### config.mk
export PLATFORM = sky130hd
export DESIGN_NAME = lcd_frame_blink
export DESIGN_NICKNAME = d
export VERILOG_FILES = /design/src/rtl/lfb_pkg.sv /design/src/rtl/lfb_rate_gen.sv /design/src/rtl/lfb_frame_ctr.sv /design/src/rtl/lfb_blink.sv /design/src/rtl/lcd_frame_blink.sv
export SDC_FILE = /design/constraint.sdc
export NUM_CORES = 1
export LEC_CHECK = 0
export BUFFER_PORTS_ARGS = -buffer_cell sky130_fd_sc_hd__buf_4
export CELL_PAD_IN_SITES_DETAIL_PLACEMENT = 1
export CELL_PAD_IN_SITES_GLOBAL_PLACEMENT = 1
export CORE_ASPECT_RATIO = 0.7
export CORE_MARGIN = 10
export CORE_UTILIZATION = 35
export DETAILED_ROUTE_END_ITERATION = 8
export MAX_ROUTING_LAYER = met4
export PLACE_DENSITY = 0.75
export SYNTH_ARGS = -nofsm -noshare
export SYNTH_HDL_FRONTEND = slang
export SYNTH_SLANG_ARGS = --single-unit
### constraint.sdc
create_clock -name clk -period 1.9 [get_ports clk]
set_input_delay 0.285 -clock clk [delete_from_list [all_inputs] [get_ports clk]]
set_output_delay 0.285 -clock clk [all_outputs]
set_load 0.01 [all_outputs]
### src/rtl/lfb_pkg.sv
// Package: shared types and helpers of the LCD frame timing and blink unit.
// Assumes prescaler codes select 16 shifted left by the code.
package lfb_pkg;

    localparam int PRESC_W    = 8;
    localparam int PRESC_BASE = 16;

    typedef enum logic {
        BLINK_ALL = 1'b0,
        BLINK_SEL = 1'b1
    } blink_mode_e;

    // Division ratio selected by a prescaler code.
    function automatic logic [PRESC_W-1:0] presc_div(input logic [1:0] code);
        return PRESC_W'(PRESC_BASE) << code;
    endfunction

endpackage

### src/rtl/lfb_rate_gen.sv
// Module: rate generator. Divides the tick strobe by the prescaler and the
// clock divider into phase pulses, walks the phase index and flags frames.
// Assumes configuration is quasi-static; a shrinking limit wraps at once.
module lfb_rate_gen #(
    parameter int CKDIV_W = 3,
    parameter int DUTY_W  = 3
) (
    input  logic               clk,
    input  logic               rst_n,
    input  logic               tick_i,
    input  logic [1:0]         presc_sel_i,
    input  logic [CKDIV_W-1:0] ckdiv_i,
    input  logic [DUTY_W-1:0]  duty_i,
    output logic               frame_pulse_o,
    output logic               phase_adv_o,
    output logic               frame_start_o,
    output logic [DUTY_W-1:0]  phase_idx_o
);
    localparam int PCW = lfb_pkg::PRESC_W - 1;

    logic [PCW-1:0]             pcnt_q;
    logic [CKDIV_W-1:0]         dcnt_q;
    logic [DUTY_W-1:0]          phase_q;
    logic [lfb_pkg::PRESC_W-1:0] plim;
    logic p_last, d_last, ph_last;
    logic padv_q, frame_q;

    // Terminal-count decode of the three counting stages.
    always_comb begin
        plim    = lfb_pkg::presc_div(presc_sel_i);
        p_last  = ({1'b0, pcnt_q} >= (plim - 1'b1));
        d_last  = (dcnt_q >= ckdiv_i);
        ph_last = (phase_q >= duty_i);
    end

    assign frame_pulse_o = tick_i & p_last & d_last & ph_last;

    // Prescaler, divider and phase counters, advanced only on ticks.
    always_ff @(posedge clk) begin
        if (!rst_n) begin
            pcnt_q  <= '0;
            dcnt_q  <= '0;
            phase_q <= '0;
        end else if (tick_i) begin
            if (p_last) begin
                pcnt_q <= '0;
                if (d_last) begin
                    dcnt_q  <= '0;
                    phase_q <= ph_last ? '0 : phase_q + 1'b1;
                end else begin
                    dcnt_q <= dcnt_q + 1'b1;
                end
            end else begin
                pcnt_q <= pcnt_q + 1'b1;
            end
        end
    end

    // Registered phase and frame pulses.
    always_ff @(posedge clk) begin
        if (!rst_n) begin
            padv_q  <= 1'b0;
            frame_q <= 1'b0;
        end else begin
            padv_q  <= tick_i & p_last & d_last;
            frame_q <= frame_pulse_o;
        end
    end

    assign phase_adv_o   = padv_q;
    assign frame_start_o = frame_q;
    assign phase_idx_o   = phase_q;

    p_no_tick_no_phase_r1: assert property (@(posedge clk) disable iff (!rst_n)
        !$past(tick_i) |-> !phase_adv_o);
    p_frame_on_phase_r3: assert property (@(posedge clk) disable iff (!rst_n)
        frame_start_o |-> (phase_adv_o && phase_idx_o == '0));
    p_step_nonzero_r2: assert property (@(posedge clk) disable iff (!rst_n)
        (phase_adv_o && !frame_start_o) |-> (phase_idx_o != '0));

endmodule

### src/rtl/lfb_frame_ctr.sv
// Module: one frame counter. Counts frame pulses up to OVF*8 and emits a
// one-cycle event on wrap. Holds its overflow value while enabled.
// Assumes frame_i is a single-cycle pulse.
module lfb_frame_ctr #(
    parameter int OVF_W = 5
) (
    input  logic             clk,
    input  logic             rst_n,
    input  logic             en_i,
    input  logic             frame_i,
    input  logic             wr_i,
    input  logic [OVF_W-1:0] ovf_i,
    output logic             evt_o
);
    localparam int CNT_W = OVF_W + 3;

    logic [OVF_W-1:0] ovf_q;
    logic [CNT_W-1:0] cnt_q;
    logic             evt_q;
    logic             wrap;

    assign wrap = (cnt_q >= {ovf_q, 3'b000});

    // Overflow value: accepted only while the counter is idle.
    always_ff @(posedge clk) begin
        if (!rst_n)
            ovf_q <= '0;
        else if (wr_i && !en_i)
            ovf_q <= ovf_i;
    end

    // Frame count and overflow event.
    always_ff @(posedge clk) begin
        if (!rst_n) begin
            cnt_q <= '0;
            evt_q <= 1'b0;
        end else if (!en_i) begin
            cnt_q <= '0;
            evt_q <= 1'b0;
        end else begin
            evt_q <= frame_i & wrap;
            if (frame_i)
                cnt_q <= wrap ? '0 : cnt_q + 1'b1;
        end
    end

    assign evt_o = evt_q;

    p_idle_no_event_r4: assert property (@(posedge clk) disable iff (!rst_n)
        !$past(en_i) |-> !evt_o);
    p_ovf_locked_r5: assert property (@(posedge clk) disable iff (!rst_n)
        $past(en_i) |-> $stable(ovf_q));

endmodule

### src/rtl/lfb_blink.sv
// Module: blink unit. Keeps a visible/hidden phase flipped by the chosen
// counter's event and masks stored-on segments while hidden.
// Assumes segment bit c*NSEG+s; NSEG is at least 2.
module lfb_blink #(
    parameter int NCOM = 8,
    parameter int NSEG = 4,
    parameter int NFC  = 3
) (
    input  logic                 clk,
    input  logic                 rst_n,
    input  logic                 en_i,
    input  logic                 wr_i,
    input  logic                 mode_i,
    input  logic [$clog2(NFC+1)-1:0] fcs_i,
    input  logic [NCOM-1:0]      sel0_i,
    input  logic [NCOM-1:0]      sel1_i,
    input  logic [NFC-1:0]       evt_i,
    input  logic [NCOM*NSEG-1:0] seg_on_i,
    output logic [NCOM*NSEG-1:0] seg_vis_o
);
    localparam int FIW  = $clog2(NFC + 1);
    localparam int NBIT = NCOM * NSEG;

    lfb_pkg::blink_mode_e mode_q;
    logic [FIW-1:0]       fcs_q;
    logic [NCOM-1:0]      sel0_q, sel1_q;
    logic                 visible_q;
    logic [(1<<FIW)-1:0]  evt_pad;
    logic                 sel_evt;
    logic [NBIT-1:0]      sel_mask, blank;

    // Event of the selected counter; codes past the last counter stay low.
    always_comb begin
        evt_pad          = '0;
        evt_pad[NFC-1:0] = evt_i;
        sel_evt          = evt_pad[fcs_q];
    end

    // Configuration: writable only while blink is off.
    always_ff @(posedge clk) begin
        if (!rst_n) begin
            mode_q <= lfb_pkg::BLINK_ALL;
            fcs_q  <= '0;
            sel0_q <= '0;
            sel1_q <= '0;
        end else if (wr_i && !en_i) begin
            mode_q <= lfb_pkg::blink_mode_e'(mode_i);
            fcs_q  <= fcs_i;
            sel0_q <= sel0_i;
            sel1_q <= sel1_i;
        end
    end

    // Blink phase: flips on events, forced visible while disabled.
    always_ff @(posedge clk) begin
        if (!rst_n)
            visible_q <= 1'b1;
        else if (!en_i)
            visible_q <= 1'b1;
        else if (sel_evt)
            visible_q <= ~visible_q;
    end

    // Per-segment select mask for the first two segment lines.
    for (genvar c = 0; c < NCOM; c++) begin : g_com
        for (genvar s = 0; s < NSEG; s++) begin : g_seg
            if (s == 0) begin : g_s0
                assign sel_mask[c*NSEG+s] = sel0_q[c];
            end else if (s == 1) begin : g_s1
                assign sel_mask[c*NSEG+s] = sel1_q[c];
            end else begin : g_none
                assign sel_mask[c*NSEG+s] = 1'b0;
            end
        end
    end

    // Blank vector and masked output.
    always_comb begin
        if (visible_q)
            blank = '0;
        else if (mode_q == lfb_pkg::BLINK_ALL)
            blank = '1;
        else
            blank = sel_mask;
        seg_vis_o = seg_on_i & ~blank;
    end

    p_visible_when_off_r6: assert property (@(posedge clk) disable iff (!rst_n)
        !$past(en_i) |-> visible_q);
    p_cfg_locked_r9: assert property (@(posedge clk) disable iff (!rst_n)
        $past(en_i) |-> $stable({mode_q, fcs_q, sel0_q, sel1_q}));

endmodule

### src/rtl/lcd_frame_blink.sv
// Module: top of the LCD frame timing and blink unit. Ties the rate
// generator, NFC frame counters and the blink unit together.
// Assumes tick_i is a single-cycle clock enable at the LCD source rate.
module lcd_frame_blink #(
    parameter int NCOM    = 8,
    parameter int NSEG    = 4,
    parameter int NFC     = 3,
    parameter int OVF_W   = 5,
    parameter int CKDIV_W = 3
) (
    input  logic                      clk,
    input  logic                      rst_n,
    input  logic                      tick_i,
    input  logic [1:0]                presc_sel_i,
    input  logic [CKDIV_W-1:0]        ckdiv_i,
    input  logic [$clog2(NCOM)-1:0]   duty_i,
    input  logic [NFC-1:0]            fc_en_i,
    input  logic                      fc_wr_i,
    input  logic [$clog2(NFC+1)-1:0]  fc_wr_idx_i,
    input  logic [OVF_W-1:0]          fc_wr_ovf_i,
    input  logic                      blink_en_i,
    input  logic                      blink_wr_i,
    input  logic                      blink_mode_i,
    input  logic [$clog2(NFC+1)-1:0]  blink_fcs_i,
    input  logic [NCOM-1:0]           blink_sel0_i,
    input  logic [NCOM-1:0]           blink_sel1_i,
    input  logic [NCOM*NSEG-1:0]      seg_on_i,
    output logic                      phase_adv_o,
    output logic [$clog2(NCOM)-1:0]   phase_idx_o,
    output logic                      frame_start_o,
    output logic [NFC-1:0]            fc_evt_o,
    output logic [NCOM*NSEG-1:0]      seg_vis_o
);
    localparam int DUTY_W = $clog2(NCOM);
    localparam int FIW    = $clog2(NFC + 1);

    logic frame_pulse;

    lfb_rate_gen #(.CKDIV_W(CKDIV_W), .DUTY_W(DUTY_W)) rate_i (
        .clk          (clk),
        .rst_n        (rst_n),
        .tick_i       (tick_i),
        .presc_sel_i  (presc_sel_i),
        .ckdiv_i      (ckdiv_i),
        .duty_i       (duty_i),
        .frame_pulse_o(frame_pulse),
        .phase_adv_o  (phase_adv_o),
        .frame_start_o(frame_start_o),
        .phase_idx_o  (phase_idx_o)
    );

    for (genvar k = 0; k < NFC; k++) begin : g_fc
        lfb_frame_ctr #(.OVF_W(OVF_W)) ctr_i (
            .clk    (clk),
            .rst_n  (rst_n),
            .en_i   (fc_en_i[k]),
            .frame_i(frame_pulse),
            .wr_i   (fc_wr_i && (fc_wr_idx_i == FIW'(k))),
            .ovf_i  (fc_wr_ovf_i),
            .evt_o  (fc_evt_o[k])
        );
    end

    lfb_blink #(.NCOM(NCOM), .NSEG(NSEG), .NFC(NFC)) blink_i (
        .clk      (clk),
        .rst_n    (rst_n),
        .en_i     (blink_en_i),
        .wr_i     (blink_wr_i),
        .mode_i   (blink_mode_i),
        .fcs_i    (blink_fcs_i),
        .sel0_i   (blink_sel0_i),
        .sel1_i   (blink_sel1_i),
        .evt_i    (fc_evt_o),
        .seg_on_i (seg_on_i),
        .seg_vis_o(seg_vis_o)
    );

    p_event_with_frame_r4: assert property (@(posedge clk) disable iff (!rst_n)
        (|fc_evt_o) |-> frame_start_o);
    p_off_stays_off_r8: assert property (@(posedge clk) disable iff (!rst_n)
        (seg_vis_o & ~seg_on_i) == '0);

endmodule

* Yosys cells after proc, flatten, opt, wreduce, memory -nomap -nowiden
Index checks and enable logic that the tools add are counted.
Word-level totals: word-level logic and storage cells 73, input port bits 75, memories kept 0, bits in read-only memories 0, latch bits 0, memory bits (writable) 0, output and inout bits 40, bits in registers 77
Operators by class: div/mod/pow operators 0, equality and inequality tests 2, bitwise gates (word level) 9, $add $sub $neg 7, reduce and logical (&&, ||, !) cells 18, shift operators 1, multiplexer cells 10, multipliers 0, magnitude comparators 7
Operators by type and width (count):
- two-way mux 32 bit | 2
- bitwise AND 32 bit | 1
- inverter 32 bit | 1
- adder 8 x 1 -> 8 bit (second input constant) | 3
- >= comparator 8 bit | 3
- two-way mux 8 bit | 3
- AND reduction 2 bit | 5
- >= comparator 7 x 8 -> 1 bit | 1
- << shifter 5 x 2 -> 8 bit (first input constant) | 1
- subtractor 8 x 1 -> 8 bit (second input constant) | 1
- adder 7 x 1 -> 7 bit (second input constant) | 1
- logical AND 1 bit | 7
- two-way mux 7 bit | 1
- adder 3 x 1 -> 3 bit (second input constant) | 2
- bitwise AND 1 bit | 6
- >= comparator 3 bit | 2
- two-way mux 3 bit | 2
- logical NOT 1 bit | 4
- less-than comparator 2 x 3 -> 1 bit (second input constant) | 1
- AND reduction 3 bit | 1
- binary-select mux 1 bit (select 2 bit) | 1
- == test 2 x 1 -> 1 bit (second input constant) | 1
- == test 2 bit (second input constant) | 1
- logical NOT 2 bit | 1
- 2 further kinds | 2

* Depth between registers and ports, before layout
Gate-level depths: netlist (run 1).
depth in word-level cells 7, gate-level depth with buffers 9, mapped depth without buffers 7

* Modules after synthesis
From an unflattened synthesis (run 1), not the netlist that was laid out.
Unflattened totals: cells, all modules 497, area, all modules 4434.3 sq um
By module, submodules not included:
- lfb_frame_ctr | sequential area each 280.3 sq um, cells an instance 81, area an instance 759.5 sq um, instances 3
- lfb_blink | sequential area each 400.4 sq um, cells an instance 148, area an instance 1218.7 sq um, instances 1
- lfb_rate_gen | sequential area each 300.3 sq um, cells an instance 103, area an instance 907.1 sq um, instances 1
- lcd_frame_blink | sequential area each 0.0 sq um, cells an instance 3, area an instance 30.0 sq um, instances 1

* Least setup slack after synthesis (run 1)
OpenSTA, ideal clock, no wires.
path type register to register, from reg rate_i.phase_q[0] (netlist: rate_i.phase_idx_o[0]), to reg g_fc[0].ctr_i.cnt_q[4], data required time 1.767 ns, library setup time 0.133 ns, clock period less this slack 1.901 ns, stages on the path, launching flop included 9, arrival time 1.767 ns, buffers on the path 2, path slack -0.001 ns, cells stage by stage dfxtp_1 -> inv_1 -> ha_1 -> o21ai_0 -> a21o_1 -> buf_2 -> clkbuf_1 -> o41ai_1 -> o41ai_1
Between the ends: cells in the longest elaborated chain, start to end 2
RTL lines:
- start, declared | line lfb_rate_gen.sv:23 | logic [DUTY_W-1:0] phase_q;
- start signal, assigned | line lfb_rate_gen.sv:49 | phase_q <= ph_last ? '0 : phase_q + 1'b1;
- >= comparator 3 bit | line lfb_rate_gen.sv:33 | ph_last = (phase_q >= duty_i);
- bitwise AND 1 bit | line lfb_rate_gen.sv:36 | assign frame_pulse_o = tick_i & p_last & d_last & ph_last;
- end signal, assigned | line lfb_frame_ctr.sv:43 | cnt_q <= wrap ? '0 : cnt_q + 1'b1;
- end, declared | line lfb_frame_ctr.sv:18 | logic [CNT_W-1:0] cnt_q;
No other way between the ends. A chain may end at the register's enable or synchronous reset.

* Final worst setup path (run 1)
from reg g_fc[0].ctr_i.cnt_q[3], to reg g_fc[0].ctr_i.cnt_q[2]
Between the ends: cells in the longest elaborated chain, start to end 2
RTL lines:
- >= comparator 8 bit | line lfb_frame_ctr.sv:22 | assign wrap = (cnt_q >= {ovf_q, 3'b000});
- two-way mux 8 bit | line lfb_frame_ctr.sv:43
No other way between the ends.

==> results of run 1 <==
[flip-flops by register name, indices dropped and copies added (netlist names), 2 cells and up]
name / cells
blink_i.sel1_q: 8
blink_i.fcs_q: 2
g_fc.ctr_i.evt_o: 3
g_fc.ctr_i.ovf_q: 15
rate_i.pcnt_q: 7
blink_i.sel0_q: 8
rate_i.dcnt_q: 3
g_fc.ctr_i.cnt_q: 24
rate_i.phase_idx_o: 3
[logic make-up (layout without fill, tap and decap cells)]
kind of cell / after synthesis / count (layout) / share of synthesized area [%]
muxes: 9 / 9 / 2.032
AOI/OAI and AO/OA: 116 / 116 / 18.91
and+or+nand+nor: 227 / 227 / 27.38
xor gates and xnor gates: 7 / 7 / 1.383
buffers and inverters: 63 / 218 / 6.209
DFF: 77 / 77 / 34.77
adders and majority gates: 33 / 33 / 9.314
[per-layer routing]
metal / vias up / part of all wire, %
met5: - / 0
met4: 0 / 0.62
met3: 9 / 6.1
met2: 114 / 48
met1: 2181 / 46
li1: 2188 / -
[path summary, 6_finish.rpt]
check	cells after the start	endpoint	startpoint
worst max register to register	8	g_fc[0].ctr_i.cnt_q[2]	g_fc[0].ctr_i.cnt_q[3]
worst min register to register	2	blink_i.sel1_q[0]	blink_i.sel1_q[0]
worst max-delay path	8	g_fc[0].ctr_i.cnt_q[2]	g_fc[0].ctr_i.cnt_q[3]
worst min-delay path	2	blink_i.visible_q	blink_en_i
[timing repair]
action | in CTS | in global routing
buffers inserted | 4 | 7
cloned | 0 | 1
pin swaps | 13 | 30
endpoints found under the setup margin | 32 | 34
resized for setup | 22 | 55
[stage by stage]
stage | instance area, um2 | hold slack, ns | utilization, % | std cells | TNS [ns]
after global routing | 6462 | 0.1436 | 52.02 | 849 | -1.384
after detailed placement | 5729 | 0.4492 | 46.12 | 821 | -1.717
after global placement | 5729 | 0.4441 | 46.12 | 821 | -0.4249
final | 6462 | 0.1491 | 52.02 | 849 | -0.02034
after CTS | 6122 | 0.1439 | 49.28 | 841 | -0.09046
after floorplan | 4434 | 0.3712 | - | 532 | 0
[Yosys cell counts (all sizes together)]
cell	number	area [um2]
a211oi	2	15.01
buf	18	106.3
nor3b	8	60.06
nand3	18	90.09
nand4b	3	26.28
nand2	62	232.7
nor2b	36	225.2
nand4	9	62.56
or4	3	22.52
nor3	6	35.03
nor2	44	170.2
nand3b	1	7.510
nor4bb	1	10.01
o31a	1	8.760
and4b	2	20.02
dfxtp	77	1541
a2111oi	5	43.79
o31ai	7	76.32
clkbuf	13	48.80
o41ai	2	17.52
o2bb2ai	2	17.52
o2111a	2	22.52
mux2i	9	90.09
a31oi	1	12.51
o32ai	1	8.760
clkinv	1	3.750
o22ai	9	56.30
xnor2	4	35.03
and2	4	25.02
xor2	3	26.28
o21ai	5	25.02
inv	31	116.4
a21o	7	52.55
nor4	5	61.31
a32o	8	80.08
nor4b	1	15.01
o2111ai	8	70.07
or3	5	31.28
ha	33	412.9
nand2b	3	18.77
and3	16	100.1
a21oi	40	211.5
o21a	16	120.1
[worst max-delay path, cell delays in order (launching register included)]
cell	delay, ns
dfxtp_2	0.36
inv_1	0.07
ha_1	0.28
nand4b_1	0.15
a31oi_4	0.24
buf_4	0.17
nor3_1	0.05
nor4_1	0.33
o22ai_2	0.15
[cell type report]
class | count | area, um2
Clock buffer | 10 | 229.0
Clock inverter | 6 | 63.81
Fill cell | 1447 | 5959
Inverter | 32 | 120.1
Multi-Input combinational cell | 392 | 2899
Sequential cell | 77 | 1565
Tap cell | 162 | 202.7
Timing Repair Buffer | 170 | 1383
[report_power, final]
| group | total, mW | leakage (nW) | internal, mW | switching (mW) |
|---|---|---|---|---|
| sequential | 1.66 | 0.632 | 1.64 | 0.0189 |
| combinational | 0.545 | 1.92 | 0.274 | 0.271 |
| clock | 1.74 | 0.138 | 1.02 | 0.725 |
==> impl_metrics.csv, run 1 <==
group,metric,value,unit
global_routing,use_met1,21.53,%
cells_and_area,final_common_cell,"buf_4",
die,ios,115,
global_routing,grt_use_total,17.29,%
timing,slew_headroom,67.91,%
worst_setup_path,cp_max_fo,5,
timing,finClkSkew,0.008610,ns
worst_setup_path,arrival,2.13,ns
synthesis,syn_area,0.004433,mm2
global_routing,grt_max_degree,32,
pwr,leakage,2.688,nW
place,place_congestion,0.8217,
clock_tree,cts_made_buffers,9,
timing,slew_violations,0,
global_routing,grt_pass1_wl,24670,um
die,die_h,114.2,um
timing,hold_viol,0,
cells_and_area,area_growth,45.78,%
detailed_routing,drt_iter0_markers,189,
die,initial_core_util,35.69,%
place,portBuffers,114,
cells_and_area,diodes,0,
synthesis,yosys_warnings,0,
place,dp_slack,-0.1478,ns
run_status,status,"finished, violations left",
clock_tree,clock-sinks,77,
worst_setup_path,r2r_slack,-0.02,ns
timing,min_period_over_period,100.8,%
die,die_x,154.5,um
cells_and_area,fin_nets,790,
detailed_routing,via_per_inst,5.291,
timing,setup_viol,2,
clock_tree,clockBufferDepth,2,
run_status,violations,"negative setup slack",
worst_setup_path,required,2.12,ns
clock_tree,clock_latency,0.35,ns
detailed_routing,drt_wl_total,15750,um
detailed_routing,first_pass_iters,4,
synthesis,synth_nets,640,
detailed_routing,vias,4492,
detailed_routing,wl_per_cell,18.55,um
clock_tree,tritoncts,"yes",
timing,rsz0062_at_grt,"true",
timing,period_minus_slack,1.916,ns
global_routing,antenna_found_initial,0,
timing,timing.final.ws_setup,-0.01609,ns
hold_path,hold_path.class,"in2reg",
clock_tree,ctsHoldBuffers,0,
die,row_count,34,
global_routing,busiest_layer,"met2",
clock_tree,htreeDepth,3,
global_routing,grtUsageMet2,27.87,%
clock_tree,path_clk_slew,0.06,ns
place,hpwl,11700,um
synthesis,synth_cells,532,
detailed_routing,antenna_left,0,
timing,worst_slew_pin_slew,0.4787,ns
pwr,irDropWorstVdd,0.4142,mV
synthesis,synth_seq_cells,77,
global_routing,met3_usage,4.054,%
worst_setup_path,critPathLaunchType,"register",
global_routing,grt_overflow_total,0,
cells_and_area,layout_common_cells,"buf_4 (157), nand2_1 (62), dfxtp_1 (62), nor2_1 (41), nor2b_1 (35)",
pwr,power_density,610.8,mW/mm2
global_routing,grt_pass1_vias,4759,
job,maxCapViolCount,0,
synthesis,yosysSeqAreaShare,34.77,%
synthesis,syn_avg_cell_area,8.333,um2
worst_setup_path,critPathCaptureType,"register",
die,core_area,0.01242,mm2
synthesis,ys_types,53,
pwr,total_power,3.947,mW
timing,clock.fmax,0.5219,GHz
detailed_routing,drcViolationCount,0,
die,dieArea,0.01764,mm2
cells_and_area,drive_gt1_share,37.26,%
worst_setup_path,critPathKind,"reg2reg",
clock_tree,clock-root-buffer,"clkbuf_16",
(Power assumes the default switching activity.)
==> inputs of run 2 (changes only) <==
Settings changed: SKIP_CTS_REPAIR_TIMING from default to 1.
==> impl_metrics.csv, run 2 (same netlist as run 1, synthesis figures left out) <==
group,metric,value,unit
cells_and_area,fin_util,53.08,%
job,maxCapViolCount,0,
cells_and_area,regMostFlops,"g_fc.ctr_i.cnt_q",
worst_setup_path,r2r-start,"g_fc[2].ctr_i.cnt_q[1]",
worst_setup_path,timing.critical_path.cells,"inv_1 -> ha_2 -> and4b_1 -> o31ai_2 -> nand2_1 -> buf_6 -> nor4_4 -> buf_4 -> a32o_1",
worst_setup_path,cp_num_cells,9,
worst_setup_path,critPathLaunchType,"register",
worst_setup_path,required,2.18,ns
pwr,irDropWorstVdd,0.4143,mV
worst_setup_path,arrival,2.30,ns
timing,finClkSkew,0.006299,ns
worst_setup_path,path_buf_inv,3,
detailed_routing,via_per_inst,5.363,
worst_setup_path,cpMaxStageDelayCell,"dfxtp_1",
clock_tree,clock_latency,0.34,ns
global_routing,grt_max_degree,32,
cells_and_area,final_common_cell,"buf_4",
detailed_routing,antenna_left,0,
timing,period_minus_slack,2.014,ns
cells_and_area,fin_nets,789,
timing,slew_violations,0,
worst_setup_path,critPathKind,"reg2reg",
clock_tree,clockBufferDepth,2,
clock_tree,clock-root-buffer,"clkbuf_16",
timing,timing.final.ws_setup,-0.1142,ns
worst_setup_path,crit_family,"simple AND/OR/NAND/NOR gates",
global_routing,antenna_found_initial,0,
hold_path,hold_path.class,"in2reg",
timing,rsz0062_at_grt,"true",
detailed_routing,drcViolationCount,0,
global_routing,grt_use_total,17.14,%
hold_path,min-delay-start,"blink_en_i",
pwr,leakage,2.690,nW
timing,slew_headroom,67.79,%
global_routing,grt_overflow_total,0,
clock_tree,cts_made_buffers,9,
clock_tree,clock-sinks,77,
global_routing,grt_pass1_wl,24470,um
timing,setup_viol,12,
worst_setup_path,cp_max_fo,6,
place,portBuffers,114,
pwr,total_power,3.969,mW
worst_setup_path,crit_start,"g_fc[2].ctr_i.cnt_q[1]",
worst_setup_path,r2r_cells,9,
die,row_count,34,
clock_tree,path_clk_slew,0.06,ns
place,place_congestion,0.8217,
cells_and_area,layout_common_cells,"buf_4 (153), nand2_1 (61), dfxtp_1 (61), nor2_1 (41), nor2b_1 (35)",
die,die_x,154.5,um
run_status,status,"finished, violations left",
cells_and_area,diodes,0,
die,die_h,114.2,um
cells_and_area,area_growth,48.74,%
die,core_area,0.01242,mm2
timing,worst_slew_pin_slew,0.4806,ns
hold_path,whs_path_depth,2,
detailed_routing,drt_iter0_markers,272,
die,initial_core_util,35.69,%
detailed_routing,vias,4548,
timing,min_period_over_period,106.0,%
cells_and_area,reg.largest.list,"g_fc.ctr_i.cnt_q x24, g_fc.ctr_i.ovf_q x15",
cells_and_area,largest_reg_flops,24,
detailed_routing,wl_per_cell,19.49,um
detailed_routing,first_pass_iters,4,
global_routing,grt_pass1_vias,4738,
clock_tree,htreeDepth,3,
timing,clock.fmax,0.4965,GHz
die,ios,115,
cells_and_area,drive_gt1_share,38.19,%
detailed_routing,drt_wl_total,16530,um
run_status,violations,"negative setup slack",
cells_and_area,filler_cell_count,1441,
timing,hold_viol,0,
die,dieArea,0.01764,mm2
pwr,power_density,601.9,mW/mm2
clock_tree,tritoncts,"yes",
worst_setup_path,crit_path_max_incr_delay,0.37,ns
place,hpwl,11700,um
worst_setup_path,critPathCaptureType,"register",
[run 2: path summary, 6_finish.rpt]
kind	slack [ns]	end
setup / recovery	-0.11	g_fc[2].ctr_i.cnt_q[4]
hold / removal	0.15	blink_i.visible_q
setup reg to reg	-0.11	g_fc[2].ctr_i.cnt_q[4]
hold reg to reg	0.46	blink_i.sel1_q[0]
[run 2: routing by layer]
metal | vias up | routed length [um] | track usage, % | share of wire (%)
li1 | 2181 | - | - | -
met1 | 2240 | 7615 | 21.37 | 46
met2 | 109 | 7942 | 27.45 | 48
met3 | 18 | 780 | 4.204 | 4.7
met4 | 0 | 186 | 4.018 | 1.1
met5 | - | 0 | - | 0
[run 2: area by class of cell]
| cell class | count | area [um2] | area share [%] |
|---|---|---|---|
| clock inverters | 6 | 63.81 | 0.9677 |
| well taps | 162 | 202.7 | 3.074 |
| inverters | 32 | 120.1 | 1.822 |
| clock buffers | 10 | 229.0 | 3.472 |
| multi-input cells | 392 | 3013 | 45.69 |
| flip-flops and latches | 77 | 1567 | 23.76 |
| repair buffers | 169 | 1399 | 21.21 |
[run 2: per-stage QoR]
| step | instance area (um2) | hold WS (ns) | worst slack [ns] | cells | setup TNS (ns) |
|---|---|---|---|---|---|
| 4_1_cts | 6022 | 0.1439 | -0.2502 | 837 | -3.514 |
| 3_3_place_gp | 5729 | 0.4441 | -0.09991 | 821 | -0.4249 |
| 3_5_place_dp | 5729 | 0.4492 | -0.1478 | 821 | -1.717 |
| 2_1_floorplan | 4434 | 0.3712 | 0.03056 | 532 | 0 |
| 5_1_grt | 6594 | 0.1424 | -0.2188 | 848 | -2.615 |
| 6_report | 6594 | 0.1474 | -0.1142 | 848 | -0.7742 |
[run 2: report_power, final]
part | total (mW) | leakage [nW] | switching [mW] | internal [mW]
combinational | 0.567 | 1.92 | 0.284 | 0.283
sequential | 1.66 | 0.632 | 0.0190 | 1.64
clock | 1.74 | 0.138 | 0.726 | 1.02
total | 3.97 | 2.69 | 1.03 | 2.94
==> inputs of run 3 (changes only) <==
Settings changed: CORE_UTILIZATION 35 to 36, CTS_BUF_LIST from default to sky130_fd_sc_hd__clkbuf_4, PLACE_DENSITY 0.75 to 0.77.
==> impl_metrics.csv, run 3 (same netlist as run 1, synthesis figures left out) <==
group,metric,value,unit
run_status,status,"finished, violations left",
run_status,violations,"negative setup slack",
worst_setup_path,worst_r2r_endpoint,"g_fc[2].ctr_i.cnt_q[5]",
die,dieArea,0.01722,mm2
pwr,total_power,3.421,mW
worst_setup_path,crit_path_end,"g_fc[2].ctr_i.cnt_q[5]",
worst_setup_path,timing.critical_path.cells,"inv_2 -> ha_4 -> nand2b_4 -> a21o_1 -> buf_6 -> a21oi_4 -> buf_12 -> nor4_4 -> buf_4 -> a32o_1",
timing,period_minus_slack,1.988,ns
timing,worst_slew_pin_slew,0.7655,ns
clock_tree,path_clk_slew,0.14,ns
pwr,irDropWorstVdd,0.3365,mV
worst_setup_path,r2r_cells,10,
clock_tree,htreeDepth,3,
global_routing,antenna_found_initial,0,
cells_and_area,filler_cell_count,1408,
die,die_x,152.6,um
clock_tree,tritoncts,"yes",
detailed_routing,via_per_inst,5.392,
detailed_routing,vias,4589,
worst_setup_path,path_buf_inv,4,
hold_path,hold_path.class,"in2reg",
detailed_routing,drt_wl_total,16610,um
global_routing,grt_pass1_vias,4741,
worst_setup_path,critPathKind,"reg2reg",
hold_path,min-delay-start,"blink_en_i",
worst_setup_path,critPathCaptureType,"register",
worst_setup_path,crit_start,"rate_i.dcnt_q[0]",
die,row_count,33,
global_routing,grt_pass1_wl,24270,um
cells_and_area,fin_nets,797,
detailed_routing,wl_per_cell,19.52,um
clock_tree,clock_latency,0.46,ns
die,ios,115,
worst_setup_path,required,2.25,ns
worst_setup_path,cp_max_fo,6,
detailed_routing,first_pass_iters,4,
detailed_routing,drcViolationCount,0,
timing,rsz0062_at_grt,"true",
timing,setup_viol,17,
detailed_routing,drt_iter0_markers,209,
timing,min_period_over_period,104.6,%
timing,finClkSkew,0.01967,ns
place,hpwl,11820,um
cells_and_area,reg.largest.list,"g_fc.ctr_i.cnt_q x24, g_fc.ctr_i.ovf_q x15",
worst_setup_path,arrival,2.34,ns
clock_tree,clock-sinks,77,
global_routing,grt_max_degree,20,
clock_tree,cts_made_buffers,9,
die,die_h,112.8,um
die,initial_core_util,37.28,%
timing,hold_viol,0,
timing,slew_headroom,48.97,%
timing,clock.fmax,0.5031,GHz
worst_setup_path,crit_path_max_incr_delay,0.37,ns
hold_path,whs_path_depth,2,
place,portBuffers,114,
cells_and_area,drive_gt1_share,37.61,%
clock_tree,clock-root-buffer,"clkbuf_4",
worst_setup_path,r2r_slack,-0.09,ns
global_routing,grt_overflow_total,0,
worst_setup_path,critPathLaunchType,"register",
clock_tree,clockBufferDepth,2,
worst_setup_path,r2r-start,"rate_i.dcnt_q[0]",
place,place_congestion,0.8476,
pwr,power_density,531.7,mW/mm2
cells_and_area,regMostFlops,"g_fc.ctr_i.cnt_q",
cells_and_area,diodes,0,
die,core_area,0.01189,mm2
cells_and_area,largest_reg_flops,24,
timing,timing.final.ws_setup,-0.08779,ns
timing,slew_violations,0,
worst_setup_path,cpMaxStageDelayCell,"dfxtp_2",
pwr,leakage,2.668,nW
job,maxCapViolCount,0,
worst_setup_path,cp_num_cells,10,
worst_setup_path,crit_family,"compound AO/OA/AOI/OAI gates",
cells_and_area,final_common_cell,"buf_4",
global_routing,grt_use_total,17.37,%
cells_and_area,area_growth,45.16,%
cells_and_area,layout_common_cells,"buf_4 (161), nand2_1 (62), dfxtp_1 (62), nor2_1 (41), nor2b_1 (35)",
cells_and_area,fin_util,54.11,%
detailed_routing,antenna_left,0,
## run 3: cell count changes in the layout (fill, tap and decap cells not counted), sizes merged
cell,delta
inv,+1
buf,+8
clkbuf,-1
clkinvlp,-1
bufinv,+1
## run 3: area by class of cell
cell class | count | area [um2] | area share, %
Multi-Input combinational cell | 392 | 2944 | 45.75
Inverter | 32 | 120.1 | 1.867
Clock inverter | 7 | 98.84 | 1.536
Sequential cell | 77 | 1563 | 24.29
Clock buffer | 9 | 67.56 | 1.050
Timing Repair Buffer | 177 | 1445 | 22.46
Tap cell | 157 | 196.4 | 3.053
## run 3: how the worst min path moves through the flow
stage                                    to  slack, ns
final                     blink_i.visible_q       0.03
after global placement    blink_i.sel1_q[6]       0.44
after floorplan           blink_i.visible_q       0.37
after CTS                 blink_i.visible_q     -0.005
after detailed placement  blink_i.sel0_q[7]       0.45
after global routing      blink_i.visible_q      0.009
## run 3: layer usage
metal	share of wire (%)	up-vias	GRT usage [%]
met3	4.7	12	4.048
met4	0.70	0	4.880
met1	45	2246	21.31
met5	0	-	-
li1	-	2206	-
met2	50	125	28.09
## run 3: per-stage QoR
stage	std cells	hold slack, ns	setup slack, ns	setup TNS, ns	cell area [um2]
2_1_floorplan	532	0.3712	0.03056	0	4434
3_3_place_gp	817	0.4441	-0.1118	-1.158	5718
3_5_place_dp	817	0.4476	-0.2022	-3.178	5718
4_1_cts	833	-0.004782	-0.3961	-8.639	5884
5_1_grt	851	0.008500	-0.1533	-2.459	6435
6_report	851	0.02848	-0.08779	-0.7585	6435
## run 3: power breakdown
group	internal [mW]	total [mW]	switching [mW]
Clock	0.540	1.19	0.648
Sequential	1.64	1.66	0.0193
Combinational	0.285	0.571	0.286
